File: src/rtl/irq_eng_pkg.sv
package irq_eng_pkg;

    localparam int IMG_W  = 29;
    localparam int VEC_W  = 8;
    localparam int DEST_W = 15;

    typedef enum logic [1:0] {
        OP_RAISE = 2'd0,
        OP_DROP  = 2'd1,
        OP_PULSE = 2'd2,
        OP_NONE  = 2'd3
    } pin_op_e;

    typedef struct packed {
        logic [VEC_W-1:0]  vector;
        logic [2:0]        mode;
        logic              logical;
        logic              level;
        logic [DEST_W-1:0] dest;
    } irq_msg_t;

    typedef struct packed {
        logic     masked;
        irq_msg_t msg;
    } img_view_t;

    // Image layout: [7:0] vector, [10:8] mode, [11] logical,
    // [12] level, [13] mask, [21:14] dest low, [28:22] dest extension.
    function automatic img_view_t unpack_img(input logic [IMG_W-1:0] img);
        img_view_t v;
        v.msg.vector  = img[7:0];
        v.msg.mode    = img[10:8];
        v.msg.logical = img[11];
        v.msg.level   = img[12];
        v.masked      = img[13];
        v.msg.dest    = {img[28:22], img[21:14]};
        return v;
    endfunction

endpackage

File: src/rtl/irq_cnt_bank.sv
module irq_cnt_bank
    import irq_eng_pkg::*;
#(
    parameter int NUM_PINS = 32,
    parameter int CNT_W    = 8,
    localparam int PIN_W   = $clog2(NUM_PINS)
) (
    input  logic                clk,
    input  logic                rst,
    input  logic                go,
    input  logic [PIN_W-1:0]    pin,
    input  logic [1:0]          op,
    output logic                rise,
    output logic                neg_q,
    output logic [NUM_PINS-1:0] positive
);

    localparam logic signed [CNT_W-1:0] CNT_TOP = {1'b0, {(CNT_W-1){1'b1}}};
    localparam logic signed [CNT_W-1:0] CNT_BOT = {1'b1, {(CNT_W-1){1'b0}}};

    logic signed [CNT_W-1:0] cnt_q [NUM_PINS];
    logic signed [CNT_W-1:0] cur;
    logic signed [CNT_W-1:0] nxt;

    assign cur = cnt_q[pin];

    always_comb begin
        nxt = cur;
        unique case (pin_op_e'(op))
            OP_RAISE: if (cur != CNT_TOP) nxt = cur + CNT_W'(1);
            OP_DROP:  if (cur != CNT_BOT) nxt = cur - CNT_W'(1);
            default:  nxt = cur;
        endcase
    end

    assign rise = go && (cur == '0) &&
                  ((pin_op_e'(op) == OP_RAISE) || (pin_op_e'(op) == OP_PULSE));

    always_ff @(posedge clk) begin
        if (rst) begin
            for (int i = 0; i < NUM_PINS; i++) cnt_q[i] <= '0;
            neg_q <= 1'b0;
        end else begin
            neg_q <= go && nxt[CNT_W-1];
            if (go) cnt_q[pin] <= nxt;
        end
    end

    for (genvar g = 0; g < NUM_PINS; g++) begin : g_pos
        assign positive[g] = !cnt_q[g][CNT_W-1] && (cnt_q[g] != '0);
    end

endmodule

File: src/rtl/irq_pick_lowest.sv
module irq_pick_lowest #(
    parameter int N      = 32,
    localparam int IDX_W = $clog2(N)
) (
    input  logic [N-1:0]     req,
    output logic             found,
    output logic [IDX_W-1:0] idx
);

    always_comb begin
        found = 1'b0;
        idx   = '0;
        for (int i = N - 1; i >= 0; i--) begin
            if (req[i]) begin
                found = 1'b1;
                idx   = IDX_W'(i);
            end
        end
    end

endmodule

File: src/rtl/irq_delivery_engine.sv
module irq_delivery_engine
    import irq_eng_pkg::*;
#(
    parameter int NUM_PINS   = 32,
    parameter int CNT_W      = 8,
    localparam int PIN_W     = $clog2(NUM_PINS),
    localparam int CMD_PIN_W = PIN_W + 1
) (
    input  logic                      clk,
    input  logic                      rst,
    input  logic                      cmd_valid,
    input  logic [CMD_PIN_W-1:0]      cmd_pin,
    input  logic [1:0]                cmd_op,
    output logic                      cmd_err,
    output logic                      cnt_neg,
    input  logic [NUM_PINS*IMG_W-1:0] ent_flat,
    input  logic                      ent_wr,
    input  logic [PIN_W-1:0]          ent_wr_pin,
    input  logic                      eoi_valid,
    input  logic [VEC_W-1:0]          eoi_vector,
    output logic                      msg_valid,
    input  logic                      msg_ready,
    output logic [VEC_W-1:0]          msg_vector,
    output logic [2:0]                msg_mode,
    output logic                      msg_logical,
    output logic                      msg_level,
    output logic [DEST_W-1:0]         msg_dest
);

    localparam logic [CMD_PIN_W-1:0] PIN_LIMIT = CMD_PIN_W'(NUM_PINS);

    img_view_t           view [NUM_PINS];
    logic                pin_ok, cmd_go, cnt_rise;
    logic [PIN_W-1:0]    cmd_idx;
    logic [NUM_PINS-1:0] cnt_pos;
    logic [NUM_PINS-1:0] pending_q, irr_q;
    logic [NUM_PINS-1:0] pend_set, irr_clr, eoi_hit, svc_onehot;
    logic                pick_found, can_load, svc_go, svc_deliver;
    logic [PIN_W-1:0]    pick_idx;
    img_view_t           svc_view;
    logic                msg_valid_q, cmd_err_q;
    irq_msg_t            msg_q;

    for (genvar g = 0; g < NUM_PINS; g++) begin : g_view
        assign view[g]    = unpack_img(ent_flat[g*IMG_W +: IMG_W]);
        assign eoi_hit[g] = eoi_valid && irr_q[g] && (view[g].msg.vector == eoi_vector);
    end

    assign pin_ok  = cmd_pin < PIN_LIMIT;
    assign cmd_go  = cmd_valid && pin_ok;
    assign cmd_idx = cmd_pin[PIN_W-1:0];

    irq_cnt_bank #(.NUM_PINS(NUM_PINS), .CNT_W(CNT_W)) i_cnt (
        .clk      (clk),
        .rst      (rst),
        .go       (cmd_go),
        .pin      (cmd_idx),
        .op       (cmd_op),
        .rise     (cnt_rise),
        .neg_q    (cnt_neg),
        .positive (cnt_pos)
    );

    // Attempt sources: count rise, notice re-send, entry rewrite.
    always_comb begin
        pend_set = eoi_hit & cnt_pos;
        irr_clr  = eoi_hit;
        if (cnt_rise) pend_set[cmd_idx] = 1'b1;
        if (ent_wr) begin
            if (view[ent_wr_pin].msg.level) begin
                if (cnt_pos[ent_wr_pin]) pend_set[ent_wr_pin] = 1'b1;
            end else begin
                irr_clr[ent_wr_pin] = 1'b1;
            end
        end
    end

    irq_pick_lowest #(.N(NUM_PINS)) i_pick (
        .req   (pending_q),
        .found (pick_found),
        .idx   (pick_idx)
    );

    assign can_load    = !msg_valid_q || msg_ready;
    assign svc_go      = pick_found && can_load;
    assign svc_view    = view[pick_idx];
    assign svc_deliver = svc_go && !svc_view.masked &&
                         !(svc_view.msg.level && irr_q[pick_idx]);

    always_comb begin
        svc_onehot = '0;
        if (svc_go) svc_onehot[pick_idx] = 1'b1;
    end

    always_ff @(posedge clk) begin
        if (rst) begin
            pending_q   <= '0;
            irr_q       <= '0;
            msg_valid_q <= 1'b0;
            msg_q       <= '0;
            cmd_err_q   <= 1'b0;
        end else begin
            pending_q <= (pending_q & ~svc_onehot) | pend_set;
            irr_q     <= (irr_q & ~irr_clr) |
                         ((svc_deliver && svc_view.msg.level) ? svc_onehot : '0);
            cmd_err_q <= cmd_valid && !pin_ok;
            if (svc_deliver) begin
                msg_valid_q <= 1'b1;
                msg_q       <= svc_view.msg;
            end else if (msg_ready) begin
                msg_valid_q <= 1'b0;
            end
        end
    end

    assign cmd_err     = cmd_err_q;
    assign msg_valid   = msg_valid_q;
    assign msg_vector  = msg_q.vector;
    assign msg_mode    = msg_q.mode;
    assign msg_logical = msg_q.logical;
    assign msg_level   = msg_q.level;
    assign msg_dest    = msg_q.dest;

endmodule

File: config.mk
export PLATFORM = sky130hd
export DESIGN_NAME = irq_delivery_engine
export DESIGN_NICKNAME = d
export VERILOG_FILES = /design/src/rtl/irq_eng_pkg.sv /design/src/rtl/irq_cnt_bank.sv /design/src/rtl/irq_pick_lowest.sv /design/src/rtl/irq_delivery_engine.sv
export SDC_FILE = /design/constraint.sdc
export NUM_CORES = 1
export LEC_CHECK = 0
export ABC_CLOCK_PERIOD_IN_PS = 12400
export BUFFER_PORTS_ARGS = -buffer_cell sky130_fd_sc_hd__buf_4
export CAP_MARGIN = 15
export CORE_AREA = 5 5 384 386
export CTS_CLUSTER_SIZE = 8
export DETAILED_ROUTE_END_ITERATION = 6
export DIE_AREA = 0 0 389 391
export PLACE_DENSITY = 0.41
export SYNTH_ARGS = -nofsm -noshare
export SYNTH_HDL_FRONTEND = slang
export SYNTH_SLANG_ARGS = --single-unit
File: constraint.sdc
create_clock -name clk -period 12.4 [get_ports clk]
set_input_delay 2.48 -clock clk [delete_from_list [all_inputs] [get_ports clk]]
set_output_delay 2.48 -clock clk [all_outputs]
set_load 0.05 [all_outputs]
After elaboration in Yosys (flattened, before gate mapping)
Memories as Yosys holds them, arrays and structs flattened. Cells that the tools add are included. Widths: inputs -> output; s select.

Register bits: 95. RAM bits: 256. Bits of input ports: 955. Output and inout port bits: 31. Word-level logic and storage cells: 354. Memories kept: 1.

Memories: i_cnt.cnt_q (words 32, bits a word 8, read ports 33, clocked after memory_dff 0, wr ports 32, RTL line irq_cnt_bank.sv:21) `logic signed [CNT_W-1:0] cnt_q [NUM_PINS];`.

Add/subtract/negate cells: 2. $lt $le $gt $ge: 9. Equality and inequality tests: 36. Muxes and demuxes: 101. Bitwise logic cells: 12. Reduce and logical (&&, ||, !) cells: 183.

Operators with widths (count): $bmux 29 s5 (2); $eq 8x8->1 (32); $mux 32 (8); $reduce_bool 8->1 (32); $mux 5 (33); $or 32x32->32 (5); $logic_and 1x1->1 (109); $and 32x32->32 (3); $not 32->32 (2); $mux 29 (2); $mux 1 (45); $logic_not 1->1 (36); $mux 16 (2); $mux 8 (3); $lt 5x6->1 const B (3); $ne 8x8->1 const B (2); $pmux 8 s2 (1); $demux 1 s5 (3); $ge 5x1->1 const B (3); $ge 6x6->1 const B (2); $not 5->6 (2); $bmux 1 s5 (2); $add 8x2->8 const B (1); $logic_not 8->1 (1); other kinds (8) (9).

Logic depth before layout (Yosys ltp)
Gate-level depths: netlist (run 1).

Word-level depth: 42. Depth in mapped cells: 17. Mapped depth without buffers: 12.

Hierarchy
From an unflattened synthesis (run 1), not the netlist that was laid out.

Cell total of the unflattened synthesis: 2711. Area, all modules: 28473.6 µm².

Modules (own cells, without submodules): irq_delivery_engine (times used 1, cells an instance 1580, area each 15494.9 µm², sequential area each 1881.8 µm²); irq_cnt_bank (times used 1, cells an instance 1066, area each 12608.3 µm², sequential area each 7707.4 µm²); irq_pick_lowest (times used 1, cells an instance 65, area each 370.4 µm², sequential area each 0.0 µm²).

Worst setup path after synthesis (run 1)
No wires, ideal clock.

Path type: input to register. From: in cmd_pin[0]. To: mem i_cnt.cnt_q[0][5], data pin. Library setup time: 265 ps. Arrival: 6166 ps. Data required time: 12135 ps. Slack: 5969 ps. Cell stages on the path: 17. Path buffers: 5. Cells stage by stage: clkbuf_1 buf_2 buf_2 buf_2 mux4_2 a22oi_1 nand4_1 inv_1 ha_1 inv_1 nor3_1 a31oi_1 nor2b_1 o21ai_0 o221a_2 clkbuf_1 nor2_1.

RTL lines: from (decl) (RTL line irq_delivery_engine.sv:12) `input logic [CMD_PIN_W-1:0] cmd_pin,`; to (decl) (RTL line irq_cnt_bank.sv:21).

==> flow_summary.ini, run 1 <==
[run_status]
outcome = finished, violations left
failed_checks = design-rule violations

[synthesis]
avgSynthCellArea_um2 = 8.887
syn_area_mm2 = 0.02802
yosys_warnings = 0
ys_seq_area_frac = 0.3422
synth.distinct_cells = 92
ys_ff_latch = 351
syn-num-nets = 4110
synth_ff_type = edfxtp_1
ys_async_sr_fraction = 0
syn_inst = 3153
synth-edff-count = 256

[cts]
hold_buffers = 0
htreeDepth = 2
cts_sinks = 351
cts_buffers = 51
clockRootBuffer = clkbuf_16
tritoncts = built
path_clk_slew_ps = 50
clockBufferDepth = 3
cts_setup_buffers = 0
clkLatencyLatePin_ps = 630
cts_resized = 0

[timing]
worst_pin_slew_ps = 1230
holdWs_ps = 473.4
setup_ws_ps = 5099
slew_headroom = 0.1725
clock.fmax_ghz = 0.1370
rsz0062_at_grt = no
setup_viol = 0
period_minus_slack_ps = 7301
min_period_over_period = 0.5888
skew_ps = 33.18
final-max-slew-violation-count = 0
tns_ps = 0
hold_viol = 0

[finish]
final_cell_mix = buf_4 (1074), nor2_1 (339), nand2_1 (329)
final_util = 0.2745
nNetsFinal = 4957
area_growth_pct = 40.21
layout-drive-gt1-share = 0.3471
fillers = 15530
layout_commonest_cell = buf_4

[critical_path]
worstReg2RegEnd = msg_dest[14]
worstPathRequired_ps = 12720
crit_type = primary input to flop
r2r_cells = 12
critPathMaxStageDelay_ps = 920
reg2reg_from = pending_q[19]
start_kind = primary input
regToRegSetupSlack_ps = 5890
slowest_stage = o221a_2
critPathArrivalTime_ps = 7620
end_kind = flop
crit_chain = buf_4 > buf_4 > mux4_2 > a22oi_1 > nand4_1 > inv_1 > ha_1 > inv_1 > nor3_1 > a31oi_1 > nor2b_1 > o21ai_0 > o221a_2 > nor2_1
cp_max_fo = 46

[pwr]
vdd_drop_max_mv = 0.1027
power_density_mw_per_mm2 = 110.0
pwr-share-clk = 0.317
p_sw_frac = 0.3849
seq_power_share = 0.312
pwr-share-comb = 0.371
p_int_uw = 2657
switchingPower_uw = 1663
power_leakage_uw = 0.01472

[global_route]
grt_first_pass_wirelength_um = 320200
grt_pass1_vias = 32220
track_usage = 0.3113
overflow = 0
antenna_found_initial = 102
grt_max_degree = 94

[floorplanning]
die_height_um = 391
core_area_mm2 = 0.1431
ios = 986
rows = 139
die-area_mm2 = 0.1521
die_width_um = 389
start_util = 0.1958

[min_path]
holdCritPathClass = flop to flop
min_from = msg_dest[11]
min_to = msg_dest[11]
min_path_cells = 2

[detailed_routing]
firstDrtPassIters = 7
initialDrtViolationCount = 4101
wl_per_cell_um = 41.99
postRouteAntennaNets = 0
vias = 33600
wl_um = 251200
post-route-drc-count = 10
viasPerCell = 5.616

[placed_design]
portBuffers = 985
pre_cts_slack_ps = 4445
hpwl_um = 205000
place.gp.congestion = 0.9722

[run]
drv_cap = 0
how the worst max path moves through the flow:
stage	startpoint	endpoint	slack [ps]	depth (start not counted)
2_1_floorplan	cmd_pin[0]	i_cnt.cnt_q[0][5]	5970	17
3_3_place_gp	cmd_pin[0]	i_cnt.cnt_q[9][5]	4430	14
3_5_place_dp	cmd_pin[0]	i_cnt.cnt_q[29][5]	4450	13
4_1_cts	cmd_pin[0]	i_cnt.cnt_q[29][5]	5070	13
5_1_grt	cmd_pin[0]	i_cnt.cnt_q[22][5]	4690	13
6_report	cmd_pin[0]	i_cnt.cnt_q[29][5]	5100	14
power groups by stage:
stage | combinational [uW] | sequential (uW) | clock, uW
after global routing | 1640 | 1350 | 1430
after global placement | 1570 | 1370 | 0
after CTS | 1580 | 1350 | 1390
final | 1600 | 1350 | 1370
after floorplan | 650 | 1400 | 0
after detailed placement | 1570 | 1370 | 0
critical path: cells and delay by family:
| kind | cells | cell delay (ps) |
|---|---|---|
| buffers and inverters | 4 | 1440 |
| adder cells (fa/ha/maj) | 1 | 240 |
| AO/OA/AOI/OAI | 4 | 1710 |
| AND/OR/NAND/NOR | 4 | 990 |
| multiplexers | 1 | 650 |
metrics by stage:
stage	power, uW	cells	area [um^2]
6_report	4321	5983	39290
5_1_grt	4421	5959	39230
4_1_cts	4309	5930	39150
3_5_place_dp	2940	5849	37630
3_3_place_gp	2941	5849	37630
2_1_floorplan	2047	3153	28020
routing by layer:
metal,wire length (um),up-vias,global-route usage
met5,241,-,0
met1,95710,17060,0.3764
met4,13610,36,0.1461
li1,-,13960,-
met2,111900,2120,0.4847
met3,29750,429,0.1243
flip-flops by register name (all words and copies together) (netlist names), 3 cells and up:
| register | count |
|---|---|
| irr_q | 32 |
| pending_q | 32 |
| msg_dest | 15 |
| msg_mode | 3 |
| i_cnt.cnt_q | 256 |
| msg_vector | 8 |
logic make-up after synthesis:
logic type,Yosys count,share of synthesized area
AOI/OAI and AO/OA,850,0.2216
xor gates and xnor gates,257,0.08033
adders and majority gates,2,0.0008929
buffers and inverters,316,0.04465
DFF,351,0.3422
muxes,213,0.1154
and+or+nand+nor,1164,0.1949
cell usage after synthesis (21+ instances only):
cell type / instances / area, um^2
a211oi_1: 23 / 172.7
nor3_1: 104 / 520.5
nand4_1: 25 / 156.4
edfxtp_1: 256 / 7687
nand2_1: 334 / 1254
inv_1: 33 / 123.9
buf_2: 43 / 215.2
xnor2_1: 165 / 1445
mux4_2: 80 / 1802
buf_1: 44 / 165.2
mux2_2: 81 / 912.1
nor2_1: 345 / 1295
a22oi_1: 94 / 705.7
a222oi_1: 87 / 870.8
a32o_1: 24 / 240.2
or2_2: 24 / 150.1
mux2i_1: 52 / 520.5
dfxtp_1: 95 / 1902
xor2_1: 92 / 805.8
a32oi_1: 22 / 192.7
and3_1: 21 / 131.4
o21ai_0: 100 / 500.5
nand3_1: 109 / 545.5
clkbuf_1: 194 / 728.2
or3_1: 27 / 168.9
nor4_1: 69 / 431.7
a21oi_1: 183 / 915.9
a221oi_1: 71 / 621.9
o22ai_1: 72 / 450.4
cell type report:
cell class              instances  area [um^2]  area share
inverters                      33        123.9    0.003153
well taps                    1903         2381     0.06060
clock buffers                  76         1390     0.03538
diodes                         52        130.1    0.003312
repair buffers               1077         8114      0.2065
flip-flops and latches        351         9589      0.2441
clock inverters                 5        127.6    0.003248
multi-input cells            2486        17430      0.4437
(Power assumes the default switching activity.)
==> inputs of run 2 (changes only) <==
--- a/config.mk
+++ b/config.mk
@@ -5,7 +5,7 @@
 export SDC_FILE = /design/constraint.sdc
 export NUM_CORES = 1
 export LEC_CHECK = 0
-export ABC_CLOCK_PERIOD_IN_PS = 12400
+export ABC_CLOCK_PERIOD_IN_PS = 7450
 export BUFFER_PORTS_ARGS = -buffer_cell sky130_fd_sc_hd__buf_4
 export CAP_MARGIN = 15
 export CORE_AREA = 5 5 384 386
==> constraint.sdc (replaced) <==
create_clock -name clk -period 7.45 [get_ports clk]
set_input_delay 1.49 -clock clk [delete_from_list [all_inputs] [get_ports clk]]
set_output_delay 1.49 -clock clk [all_outputs]
set_load 0.05 [all_outputs]
==> run 2 against run 1 <==
  * The run now ends clean
  * Final cell count increased by 0.30%
  * Non-clock buffer count increased by 21
  * Via count increased by 0.20%
  * Worst setup slack got worse by 3500 ps
  * Sequential share of layout area decreased by 0.12 points
  * Sequential power increased by 67%
  * Core utilization increased by 0.14 points
  * Total power increased by 67%
  * Clock skew increased by 14 ps
  * Combinational power increased by 68%
  * First-iteration DRC count increased by 10%
  * Largest cell class unchanged
==> flow_summary.ini, run 2 (synthesized netlist as in run 1, its figures left out) <==
[cts]
cts_sinks = 351
cts_setup_buffers = 0
hold_buffers = 0
cts_resized = 0
cts_buffers = 51
clkLatencyLatePin_ps = 630
htreeDepth = 2
clockRootBuffer = clkbuf_16
clockBufferDepth = 3
tritoncts = built
path_clk_slew_ps = 70

[placed_design]
hpwl_um = 205400
place.gp.congestion = 1.002
portBuffers = 985

[timing]
clock.fmax_ghz = 0.1717
tns_ps = 0
hold_viol = 0
slew_headroom = 0.1322
holdWs_ps = 455.7
skew_ps = 46.95
min_period_over_period = 0.7816
setup_viol = 0
rsz0062_at_grt = no
worst_pin_slew_ps = 1290
final-max-slew-violation-count = 0
period_minus_slack_ps = 5823

[floorplanning]
core_area_mm2 = 0.1431
ios = 986
start_util = 0.1958
die_height_um = 391
die_width_um = 389
rows = 139
die-area_mm2 = 0.1521

[detailed_routing]
wl_per_cell_um = 41.58
vias = 33670
wl_um = 249500
viasPerCell = 5.611
firstDrtPassIters = 6
initialDrtViolationCount = 4515
postRouteAntennaNets = 0
post-route-drc-count = 0

[run]
drv_cap = 0

[finish]
layout-drive-gt1-share = 0.3493
layout_commonest_cell = buf_4
final_cell_mix = buf_4 (1088), nor2_1 (339), nand2_1 (329)
nNetsFinal = 4978
reg_top3 = i_cnt.cnt_q (256), irr_q (32), pending_q (32)
largest_reg_flops = 256
largest_register = i_cnt.cnt_q
area_growth_pct = 40.93

[pwr]
power_density_mw_per_mm2 = 182.9
switchingPower_uw = 2767
vdd_drop_max_mv = 0.1729
pwr-share-comb = 0.373
seq_power_share = 0.311
p_sw_frac = 0.3831
power_leakage_uw = 0.01487
p_int_uw = 4455
pwr-share-clk = 0.316

[critical_path]
critPathArrivalTime_ps = 6150
start_kind = primary input
end_kind = flop
setup.worst_path.end = i_cnt.cnt_q[0][5]
critPathLaunch = cmd_pin[0]
crit_type = primary input to flop
regToRegSetupSlack_ps = 1880
reg2reg_from = pending_q[19]
cp_max_fo = 44
r2r_cells = 12
worstPathRequired_ps = 7770
worstReg2RegEnd = msg_vector[0]

[global_route]
grt_max_degree = 72
overflow = 0
grt_pass1_vias = 32460
grt_first_pass_wirelength_um = 318300
antenna_found_initial = 105
track_usage = 0.3088

[run_status]
outcome = completed

[min_path]
holdCritPathClass = flop to flop
## run 2: changes by cell type in the layout (fill, tap and decap cells not counted), sizes merged
cell      before   now
clkbuf        76    78
clkinvlp       1     0
buf         1077  1098
diode         52    47
clkinv         3     4
## run 2: worst min path at each step
| stage | startpoint | endpoint | slack, ps | cells past startpoint |
|---|---|---|---|---|
| finish | msg_dest[12] | msg_dest[12] | 460 | 2 |
| global route | msg_dest[12] | msg_dest[12] | 480 | 2 |
| CTS | msg_dest[12] | msg_dest[12] | 460 | 2 |
| detailed placement | msg_dest[12] | msg_dest[12] | 450 | 2 |
| global placement | msg_dest[12] | msg_dest[12] | 440 | 2 |
| floorplan | irr_q[13] | irr_q[13] | 470 | 2 |
## run 2: stage by stage
stage | worst slack, ps | instance area, um^2 | instances | power (uW) | util
2_1_floorplan | 2009 | 28020 | 3153 | 3406 | -
3_3_place_gp | 1098 | 37830 | 5868 | 4925 | 0.2643
3_5_place_dp | 1042 | 37840 | 5869 | 4919 | 0.2644
4_1_cts | 1674 | 39360 | 5952 | 7195 | 0.2750
5_1_grt | 1273 | 39440 | 5982 | 7399 | 0.2756
6_report | 1627 | 39490 | 6001 | 7222 | 0.2759
## run 2: power groups by stage
stage               Sequential [uW]  Combinational (uW)  Clock, uW
floorplan                      2330                1080          0
global placement               2280                2640          0
detailed placement             2280                2640          0
CTS                            2240                2650       2310
global route                   2250                2760       2390
finish                         2250                2690       2280
## run 2: layout make-up
cell class	instances	area [um^2]
multi-input cells	2486	17420
flip-flops and latches	351	9589
well taps	1903	2381
clock buffers	78	1399
clock inverters	5	125.1
diodes	47	117.6
fillers	15530	103600
repair buffers	1098	8338
inverters	33	123.9
## run 2: routing by layer
metal | part of all wire | track usage | vias up | wire [um]
li1 | - | - | 14000 | -
met1 | 0.38 | 0.3703 | 17030 | 94690
met4 | 0.046 | 0.1285 | 44 | 11580
met3 | 0.12 | 0.1303 | 419 | 30540
met5 | 0.0012 | 0 | - | 296
met2 | 0.45 | 0.4871 | 2176 | 112400
## run 2: critical path, cell delays in order
cell and delay (ps):
buf_4 620, buf_4 400, mux4_2 530, a22oi_1 230, nand4_1 260, inv_1 240, ha_1 240, inv_1 70
nor3_1 350, a31oi_1 420, nor2b_1 260, o21ai_0 170, o221a_2 460, buf_12 240, nor2_1 60
